===== config.mk =====
export PLATFORM = sky130hd
export DESIGN_NAME = pwmtb_period_loader
export DESIGN_NICKNAME = d
export VERILOG_FILES = /design/src/rtl/pwmtb_pkg.sv /design/src/rtl/pwmtb_period_buf.sv /design/src/rtl/pwmtb_counter.sv /design/src/rtl/pwmtb_ctrl_regs.sv /design/src/rtl/pwmtb_period_loader.sv
export SDC_FILE = /design/constraint.sdc
export NUM_CORES = 1
export LEC_CHECK = 0
export BUFFER_PORTS_ARGS = -buffer_cell sky130_fd_sc_hd__clkbuf_2
export CORE_UTILIZATION = 30
export CTS_BUF_LIST = sky130_fd_sc_hd__clkbuf_16
export DETAILED_ROUTE_END_ITERATION = 8
export GPL_ROUTABILITY_DRIVEN = 0
export SLEW_MARGIN = 25
export SYNTH_ARGS = -nofsm -noshare
export SYNTH_HDL_FRONTEND = slang
export SYNTH_SLANG_ARGS = --single-unit
export TNS_END_PERCENT = 1

===== constraint.sdc =====
create_clock -name clk -period 7.7 [get_ports clk]
set_input_delay 1.155 -clock clk [delete_from_list [all_inputs] [get_ports clk]]
set_output_delay 1.155 -clock clk [all_outputs]
set_load 0.005 [all_outputs]

===== src/rtl/pwmtb_pkg.sv =====
package pwmtb_pkg;

    localparam int CNT_W  = 16;
    localparam int FRAC_W = 8;
    localparam int ADDR_W = 3;
    localparam int PRD_W  = CNT_W + FRAC_W;
    localparam int DATA_W = PRD_W;

    typedef enum logic [1:0] {
        LDS_ZERO      = 2'd0,
        LDS_ZERO_SYNC = 2'd1,
        LDS_SYNC      = 2'd2,
        LDS_RSVD      = 2'd3
    } load_sel_e;

    typedef enum logic [ADDR_W-1:0] {
        RA_CTRL   = 3'd0,
        RA_PERIOD = 3'd1,
        RA_PHASE  = 3'd2,
        RA_STATUS = 3'd3,
        RA_SYNC   = 3'd4,
        RA_COUNT  = 3'd5
    } reg_addr_e;

    // Control word, bypass in bit 0
    typedef struct packed {
        logic      run;
        logic      oneshot;
        logic      phase_en;
        load_sel_e lsel;
        logic      bypass;
    } ctrl_t;

    localparam int CTRL_W = $bits(ctrl_t);

    function automatic logic loads_at_zero(load_sel_e s);
        return s != LDS_SYNC;
    endfunction

    function automatic logic loads_at_sync(load_sel_e s);
        return (s == LDS_ZERO_SYNC) || (s == LDS_SYNC);
    endfunction

endpackage


===== src/rtl/pwmtb_period_buf.sv =====
module pwmtb_period_buf #(
    parameter int CNT_W  = pwmtb_pkg::CNT_W,
    parameter int FRAC_W = pwmtb_pkg::FRAC_W
) (
    input  logic                      clk,
    input  logic                      rst,
    input  logic                      bypass,
    input  logic                      wr,
    input  logic [CNT_W+FRAC_W-1:0]   wdata,
    input  logic                      xfer,
    output logic [CNT_W+FRAC_W-1:0]   act_o,
    output logic [CNT_W+FRAC_W-1:0]   shd_o
);
    localparam int PW = CNT_W + FRAC_W;

    logic [PW-1:0] act_q, shd_q;

    // Whole and fractional lanes share the same load decision
    always_ff @(posedge clk) begin
        if (rst) begin
            act_q <= '0;
            shd_q <= '0;
        end else begin
            if (bypass && wr)
                act_q <= wdata;
            else if (xfer)
                act_q <= shd_q;
            if (!bypass && wr)
                shd_q <= wdata;
        end
    end

    assign act_o = act_q;
    assign shd_o = shd_q;

endmodule


===== src/rtl/pwmtb_counter.sv =====
module pwmtb_counter #(
    parameter int CNT_W = pwmtb_pkg::CNT_W
) (
    input  logic             clk,
    input  logic             rst,
    input  logic             run,
    input  logic [CNT_W-1:0] prd,
    input  logic             sync_load,
    input  logic [CNT_W-1:0] phase,
    output logic [CNT_W-1:0] cnt_o,
    output logic             down_o
);
    logic [CNT_W-1:0] cnt_q;
    logic             down_q;

    always_ff @(posedge clk) begin
        if (rst) begin
            cnt_q  <= '0;
            down_q <= 1'b0;
        end else if (run) begin
            if (sync_load) begin
                cnt_q  <= phase;
                down_q <= 1'b0;
            end else if (!down_q) begin
                if (cnt_q >= prd) begin
                    down_q <= 1'b1;
                    cnt_q  <= (cnt_q == '0) ? '0 : cnt_q - 1'b1;
                end else begin
                    cnt_q <= cnt_q + 1'b1;
                end
            end else begin
                if (cnt_q == '0) begin
                    down_q <= 1'b0;
                    cnt_q  <= (prd == '0) ? '0 : CNT_W'(1);
                end else begin
                    cnt_q <= cnt_q - 1'b1;
                end
            end
        end
    end

    assign cnt_o  = cnt_q;
    assign down_o = down_q;

endmodule


===== src/rtl/pwmtb_ctrl_regs.sv =====
module pwmtb_ctrl_regs
    import pwmtb_pkg::*;
#(
    parameter int CNT_W  = pwmtb_pkg::CNT_W,
    parameter int ADDR_W = pwmtb_pkg::ADDR_W
) (
    input  logic              clk,
    input  logic              rst,
    input  logic              wr_en,
    input  logic [ADDR_W-1:0] addr,
    input  logic [CNT_W-1:0]  wdata,
    input  logic              sync_in,
    output ctrl_t             ctrl_o,
    output logic [CNT_W-1:0]  phase_o,
    output logic              flag_o,
    output logic              armed_o,
    output logic              sw_sync_o
);
    ctrl_t            ctrl_q;
    logic [CNT_W-1:0] phase_q;
    logic             flag_q, armed_q, sw_q;
    logic             wr_ctrl, wr_phase, wr_stat, wr_sync, sw_pass;

    assign wr_ctrl  = wr_en && (addr == RA_CTRL);
    assign wr_phase = wr_en && (addr == RA_PHASE);
    assign wr_stat  = wr_en && (addr == RA_STATUS);
    assign wr_sync  = wr_en && (addr == RA_SYNC);

    // Software sync gate
    assign sw_pass = wr_sync && wdata[1] && (!ctrl_q.oneshot || armed_q);

    always_ff @(posedge clk) begin
        if (rst) begin
            ctrl_q  <= '0;
            phase_q <= '0;
            flag_q  <= 1'b0;
            armed_q <= 1'b0;
            sw_q    <= 1'b0;
        end else begin
            if (wr_ctrl)
                ctrl_q <= ctrl_t'(wdata[CTRL_W-1:0]);
            if (wr_phase)
                phase_q <= wdata;
            if (sync_in)
                flag_q <= 1'b1;
            else if (wr_stat && wdata[0])
                flag_q <= 1'b0;
            if (wr_sync && wdata[0])
                armed_q <= 1'b1;
            else if (sw_pass && ctrl_q.oneshot)
                armed_q <= 1'b0;
            sw_q <= sw_pass;
        end
    end

    assign ctrl_o    = ctrl_q;
    assign phase_o   = phase_q;
    assign flag_o    = flag_q;
    assign armed_o   = armed_q;
    assign sw_sync_o = sw_q;

endmodule


===== src/rtl/pwmtb_period_loader.sv =====
module pwmtb_period_loader
    import pwmtb_pkg::*;
#(
    parameter int CNT_W  = pwmtb_pkg::CNT_W,
    parameter int FRAC_W = pwmtb_pkg::FRAC_W,
    parameter int ADDR_W = pwmtb_pkg::ADDR_W
) (
    input  logic                    clk,
    input  logic                    rst,
    input  logic                    wr_en,
    input  logic [ADDR_W-1:0]       addr,
    input  logic [CNT_W+FRAC_W-1:0] wdata,
    output logic [CNT_W+FRAC_W-1:0] rdata,
    input  logic                    sync_in,
    output logic                    sync_out,
    output logic [CNT_W-1:0]        count,
    output logic                    count_down,
    output logic [CNT_W+FRAC_W-1:0] period_active
);
    localparam int DW = CNT_W + FRAC_W;

    ctrl_t            ctrl_q;
    logic [CNT_W-1:0] phase_q, cnt_q;
    logic             flag_q, armed_q, sw_sync_q, cnt_down_q;
    logic [DW-1:0]    prd_act, prd_shd;

    logic       cfg_bypass, cfg_run, cfg_oneshot, cfg_phase_en;
    logic [1:0] cfg_lsel;
    logic       zero_evt, sync_evt, xfer, prd_wr;

    pwmtb_ctrl_regs #(.CNT_W(CNT_W), .ADDR_W(ADDR_W)) u_regs (
        .clk       (clk),
        .rst       (rst),
        .wr_en     (wr_en),
        .addr      (addr),
        .wdata     (wdata[CNT_W-1:0]),
        .sync_in   (sync_in),
        .ctrl_o    (ctrl_q),
        .phase_o   (phase_q),
        .flag_o    (flag_q),
        .armed_o   (armed_q),
        .sw_sync_o (sw_sync_q)
    );

    assign cfg_bypass   = ctrl_q.bypass;
    assign cfg_run      = ctrl_q.run;
    assign cfg_oneshot  = ctrl_q.oneshot;
    assign cfg_phase_en = ctrl_q.phase_en;
    assign cfg_lsel     = ctrl_q.lsel;

    assign zero_evt = cfg_run && (cnt_q == '0);
    assign sync_evt = sync_in || sw_sync_q;
    // One transfer at most, however many qualifying events coincide
    assign xfer = !cfg_bypass &&
                  ((loads_at_zero(ctrl_q.lsel) && zero_evt) ||
                   (loads_at_sync(ctrl_q.lsel) && sync_evt));
    assign prd_wr = wr_en && (addr == RA_PERIOD);

    pwmtb_period_buf #(.CNT_W(CNT_W), .FRAC_W(FRAC_W)) u_prd (
        .clk    (clk),
        .rst    (rst),
        .bypass (cfg_bypass),
        .wr     (prd_wr),
        .wdata  (wdata),
        .xfer   (xfer),
        .act_o  (prd_act),
        .shd_o  (prd_shd)
    );

    pwmtb_counter #(.CNT_W(CNT_W)) u_cnt (
        .clk       (clk),
        .rst       (rst),
        .run       (cfg_run),
        .prd       (prd_act[CNT_W-1:0]),
        .sync_load (sync_evt && cfg_phase_en),
        .phase     (phase_q),
        .cnt_o     (cnt_q),
        .down_o    (cnt_down_q)
    );

    always_comb begin
        case (addr)
            RA_CTRL:   rdata = DW'(ctrl_q);
            RA_PERIOD: rdata = cfg_bypass ? prd_act : prd_shd;
            RA_PHASE:  rdata = DW'(phase_q);
            RA_STATUS: rdata = DW'(flag_q);
            RA_SYNC:   rdata = DW'(armed_q);
            RA_COUNT:  rdata = DW'({cnt_down_q, cnt_q});
            default:   rdata = '0;
        endcase
    end

    assign sync_out      = sw_sync_q;
    assign count         = cnt_q;
    assign count_down    = cnt_down_q;
    assign period_active = prd_act;

endmodule


### Word level (Yosys, flattened, before mapping)

Cells that the tools add are included.

* word-level logic and storage cells: 71
* output and inout port bits: 66
* bits in registers: 90

* equal/unequal tests: 8
* add/subtract/negate cells: 2
* muxes and demuxes: 18
* reduce and logical (&&, ||, !) cells: 29
* $lt $le $gt $ge: 1

Operators with widths (number)
* $pmux 24 s6: 1
* $mux 16: 5
* $mux 24: 3
* $logic_not 16->1: 2
* $logic_and 1x1->1: 17
* $add 16x1->16 const B: 1
* $ge 16x16->1: 1
* $sub 16x1->16 const B: 1
* $mux 1: 9
* $eq 3x2->1 const B: 2
* $eq 3x3->1 const B: 2
* $reduce_bool 2->1: 3
* $logic_or 1x1->1: 4
* $eq 3x1->1 const B: 1
* $logic_not 3->1: 1
* $eq 2x1->1 const B: 1
* $eq 2x2->1 const B: 1
* $logic_not 1->1: 2
* $ne 2x2->1 const B: 1

### Logic depth before layout (Yosys ltp)

* depth in word-level cells: 7
* depth in mapped cells: 11
* mapped depth without buffers: 8

### Cells and area by module

From an unflattened synthesis, not the netlist that was laid out.

* cells, all modules: 706
* area, all modules: 5836.8 um2

By module, submodules not included
* pwmtb_period_buf: instances 1, seq. area each 960.9 um2, area each 2044.5 um2, cells an instance 214
* pwmtb_counter: instances 1, seq. area each 340.3 um2, area each 2003.2 um2, cells an instance 280
* pwmtb_ctrl_regs: instances 1, seq. area each 500.5 um2, area each 932.1 um2, cells an instance 107
* pwmtb_period_loader: instances 1, seq. area each 0.0 um2, area each 857.1 um2, cells an instance 105

### Worst setup path after synthesis

OpenSTA, ideal clock, no wires.

* kind: input to output
* from: in addr[0]
* to: out rdata[12]
* setup slack: 4.230 ns
* data arrival time: 2.315 ns
* path buffers: 3
* cell stages on the path: 7
* data required time: 6.545 ns
* cells stage by stage: clkbuf_1 nor2_1 and2_1 clkbuf_1 clkbuf_1 nand2_1 o21ai_0

* cells in the longest elaborated chain, start to end: 2
* elaborated cells between the ends (all ways): 7
* classes of those cells: eq/ne: 5; mux: 1; reduce/logical: 1

RTL lines
* start: declaration: line pwmtb_period_loader.sv:11 `input logic [ADDR_W-1:0] addr,`
* $eq 3x3->1, or another cell as far along: line pwmtb_period_loader.sv:82 `case (addr)`
* $pmux 24 s6 (*): line pwmtb_period_loader.sv:82
* end: declaration: line pwmtb_period_loader.sv:13 `output logic [CNT_W+FRAC_W-1:0] rdata,`

Every way passes the cells marked *; elsewhere a longest branch is shown, timed or not.

### Worst setup path after layout

* from: in addr[2]
* to: out rdata[14]

Same word-level chain as after synthesis.

==> results.sh <==
export IMPL_outcome="finished, violations left"
export IMPL_violations="DRC"
export IMPL_final_util_pct=35.3
export IMPL_drv_cap=0
export IMPL_tightestPinTransition_ns=1.01
export IMPL_core_rowCount=49
export IMPL_die_area_mm2=0.0193
export IMPL_grt_pass1_wl_um=30300
export IMPL_drt_initial_drc_count=420
export IMPL_p_sw_uw=389
export IMPL_netlist_area_mm2=0.00564
export IMPL_grt_usage_pct=19.9
export IMPL_cts_tree="built"
export IMPL_end_kind="output pin"
export IMPL_cts_hold_buf=0
export IMPL_remaining_drc_errors=3
export IMPL_worstPathBufferInverterCount=2
export IMPL_cts_clk_slew_worst_paths_ns=0.06
export IMPL_proportion_of_netlist_area_held_by_the_largest_area_contributor_pct=32.0
export IMPL_postCtsSetupRepairBufs=0
export IMPL_ant_nets_after_route=0
export IMPL_pwr_density_cell_mw_per_mm2=184
export IMPL_report_final_slew_viol_count=0
export IMPL_grt_overflow_total=0
export IMPL_min_period_over_period_pct=53.4
export IMPL_nets=867
export IMPL_vdd_drop_max_v=0.0000967
export IMPL_num_vias=5747
export IMPL_postSynth_asyncResetShare_pct=0
export IMPL_synth_edf_count=0
export IMPL_worstSetupStartpointType="input pin"
export IMPL_initial_core_utilization_pct=31.0
export IMPL_synthDistinctLibCells=69
export IMPL_max_stage_delay_ns=0.62
export IMPL_crit_path_cell_trace="clkbuf_2 > nor2_1 > and2_1 > nand2_1 > o21ai_0 > clkbuf_2"
export IMPL_internal_power_uw=792
export IMPL_netlist_instances=766
export IMPL_place_hpwl_um=13600
export IMPL_rsz0062_at_grt="no"
export IMPL_fin_worst_skew_ns=0.00579
export IMPL_p_clk_share_pct=35.5
export IMPL_path_class="input pin to output pin"
export IMPL_seqPwrFrac_pct=42.1
export IMPL_finalWorstSetupSlack_ns=3.59
export IMPL_clock_sinks=90
export IMPL_synthesized_nets=817
export IMPL_fp_dieW_um=139
export IMPL_clock_root_buffer="sky130_fd_sc_hd__clkbuf_16"
export IMPL_die_y_um=139
export IMPL_worst_endpoint_arrival_ns=2.95
export IMPL_worst_skew_pair_latency_ns=0.35
export IMPL_ys_seq_area_share_pct=32.0
export IMPL_maximum_number_of_pins_on_one_net_before_global_route_repair=54
export IMPL_final_hold_violation_count=0
export IMPL_dp_slack_ns=3.62
export IMPL_cts_resized=0
export IMPL_holdCritPathClass="register to register"
export IMPL_avgRoutedWirePerCell_um=18.2
export IMPL_timing_slew_headroom_pct=32.7
export IMPL_synth_main_ff_cell="sky130_fd_sc_hd__dfxtp_1"
export IMPL_clock_h_tree_levels=3
export IMPL_max_freq_ghz=0.243
export IMPL_sw_frac_of_total_pct=32.9
export IMPL_fin_hold_ws_ns=0.471
export IMPL_place_area_mm2=0.00616
export IMPL_design_portCount=97
export IMPL_most_common_cell_after_layout_fill_and_taps_aside="sky130_fd_sc_hd__nand2_1"
export IMPL_timing_critical_path_slowest_stage_cell="sky130_fd_sc_hd__and2_1"
export IMPL_coreArea_mm2=0.0182
export IMPL_total_leakage_power_nw=2.39
export IMPL_cp_data_required_time_ns=6.55
export IMPL_setup_tns_final_ns=0
export IMPL_first_global_vias=5353
export IMPL_finalSetupViolations=0
export IMPL_final_period_minus_worst_setup_slack_ns=4.11
export IMPL_post_synth_cell_area_avg_um2=7.36
export IMPL_number_of_buffers_created_by_cts=9
export IMPL_drive_gt1_share_pct=15.8
export IMPL_routed_wirelength_um=19100
export IMPL_timing_critical_path_mode_cell="sky130_fd_sc_hd__clkbuf_2"
export IMPL_grt_antenna_before_repair=0
export IMPL_num_antenna_cells=0
export IMPL_area_growth_synth_to_final_pct=14.0
export IMPL_synthDominantAreaCellType="sky130_fd_sc_hd__dfxtp_1"
export IMPL_power_share_combinational_pct=22.5
export IMPL_yosys_warnings=0
export IMPL_port_buffer_count=96
export IMPL_detail_route_vias_per_cell=5.47
export IMPL_netlist_top_cells_area="sky130_fd_sc_hd__dfxtp_1, sky130_fd_sc_hd__nand2_1, sky130_fd_sc_hd__a21oi_1"
export IMPL_synth_seq_cells=90
export IMPL_most_common_layout_cells="sky130_fd_sc_hd__nand2_1, sky130_fd_sc_hd__clkbuf_2, sky130_fd_sc_hd__dfxtp_1, sky130_fd_sc_hd__nor2_1, sky130_fd_sc_hd__a21oi_1"
export IMPL_critical_path_s_top_delay_family="simple AND/OR/NAND/NOR gates"
export IMPL_worstPathMaxFanout=41
export IMPL_layout_cell_area_non_filler_mm2=0.00643
export IMPL_first_pass_iteration_count_of_the_detailed_router=8
export IMPL_cts_max_path_buffers=2
## cells by family (layout without fill, tap and decap cells)
kind of cell | count (synthesis) | after routing | synth area share, %
buffers and inverters | 87 | 142 | 6.79
adder cells (fa/ha/maj) | 20 | 20 | 4.44
AND/OR/NAND/NOR | 324 | 324 | 26.0
flip-flops | 90 | 90 | 32.0
multiplexers | 29 | 29 | 5.15
XOR/XNOR | 12 | 12 | 1.86
AO/OA/AOI/OAI | 204 | 204 | 23.8
## Yosys cell counts, types with 11 or more instances
master and instances:
sky130_fd_sc_hd__o31ai_1 12, sky130_fd_sc_hd__o21ai_0 23, sky130_fd_sc_hd__clkbuf_1 47, sky130_fd_sc_hd__nand2_1 151
sky130_fd_sc_hd__and3_1 11, sky130_fd_sc_hd__a22oi_1 15, sky130_fd_sc_hd__nand4_1 15, sky130_fd_sc_hd__a21oi_1 79
sky130_fd_sc_hd__mux2i_1 29, sky130_fd_sc_hd__nor2_1 81, sky130_fd_sc_hd__dfxtp_1 90, sky130_fd_sc_hd__a311oi_1 16
sky130_fd_sc_hd__ha_1 20, sky130_fd_sc_hd__nand3_1 23, sky130_fd_sc_hd__inv_1 24
## flip-flops by register name, indices dropped and copies added (netlist names)
signal            cells
u_cnt.cnt_o          16
u_cnt.down_o          1
u_prd.act_o          24
u_prd.shd_o          24
u_regs.armed_o        1
u_regs.ctrl_o         6
u_regs.flag_o         1
u_regs.phase_o       16
u_regs.sw_sync_o      1
## worst paths after layout
path	slack, ns	depth (start not counted)	end	startpoint
setup / recovery	3.59	6	rdata[14]	addr[2]
hold / removal	0.47	2	u_prd.shd_o[13]	u_prd.shd_o[13]
hold reg to reg	0.47	2	u_prd.shd_o[13]	u_prd.shd_o[13]
setup reg to reg	4.47	7	u_cnt.cnt_o[3]	u_cnt.cnt_o[2]
## through the flow
step,total power [mW],std cells
2_1_floorplan,0.692,766
3_3_place_gp,0.771,1034
3_5_place_dp,0.768,1034
4_1_cts,1.19,1050
5_1_grt,1.23,1050
6_report,1.18,1050
## per-layer routing
metal	routed length, um	vias to the layer above	GRT usage, %
met5	0	-	0
met2	8630	214	30.8
met4	633	0	10.0
li1	-	2833	-
met1	8660	2659	26.7
met3	1180	41	3.42
## cell type report
| cell class | count | area, um2 |
|---|---|---|
| inverter | 24 | 90.1 |
| tap | 229 | 287 |
| timing repair buffer | 102 | 526 |
| fill | 1966 | 11800 |
| multi-input combinational | 589 | 3450 |
| clock inverter | 7 | 43.8 |
| sequential | 90 | 1800 |
| clock buffer | 9 | 225 |
## worst min-delay path, cell delays in order (launching register included)
cell and delay (ns):
sky130_fd_sc_hd__dfxtp_1 0.32, sky130_fd_sc_hd__nand2_1 0.05, sky130_fd_sc_hd__a21oi_1 0.05
## power groups by stage
stage	sequential, mW	clock (mW)	combinational (mW)
detailed placement	0.507	0	0.261
finish	0.497	0.419	0.265
global route	0.499	0.443	0.292
floorplan	0.495	0	0.198
CTS	0.497	0.427	0.262
global placement	0.508	0	0.263
Note: power is estimated with default switching activity, not from simulation.
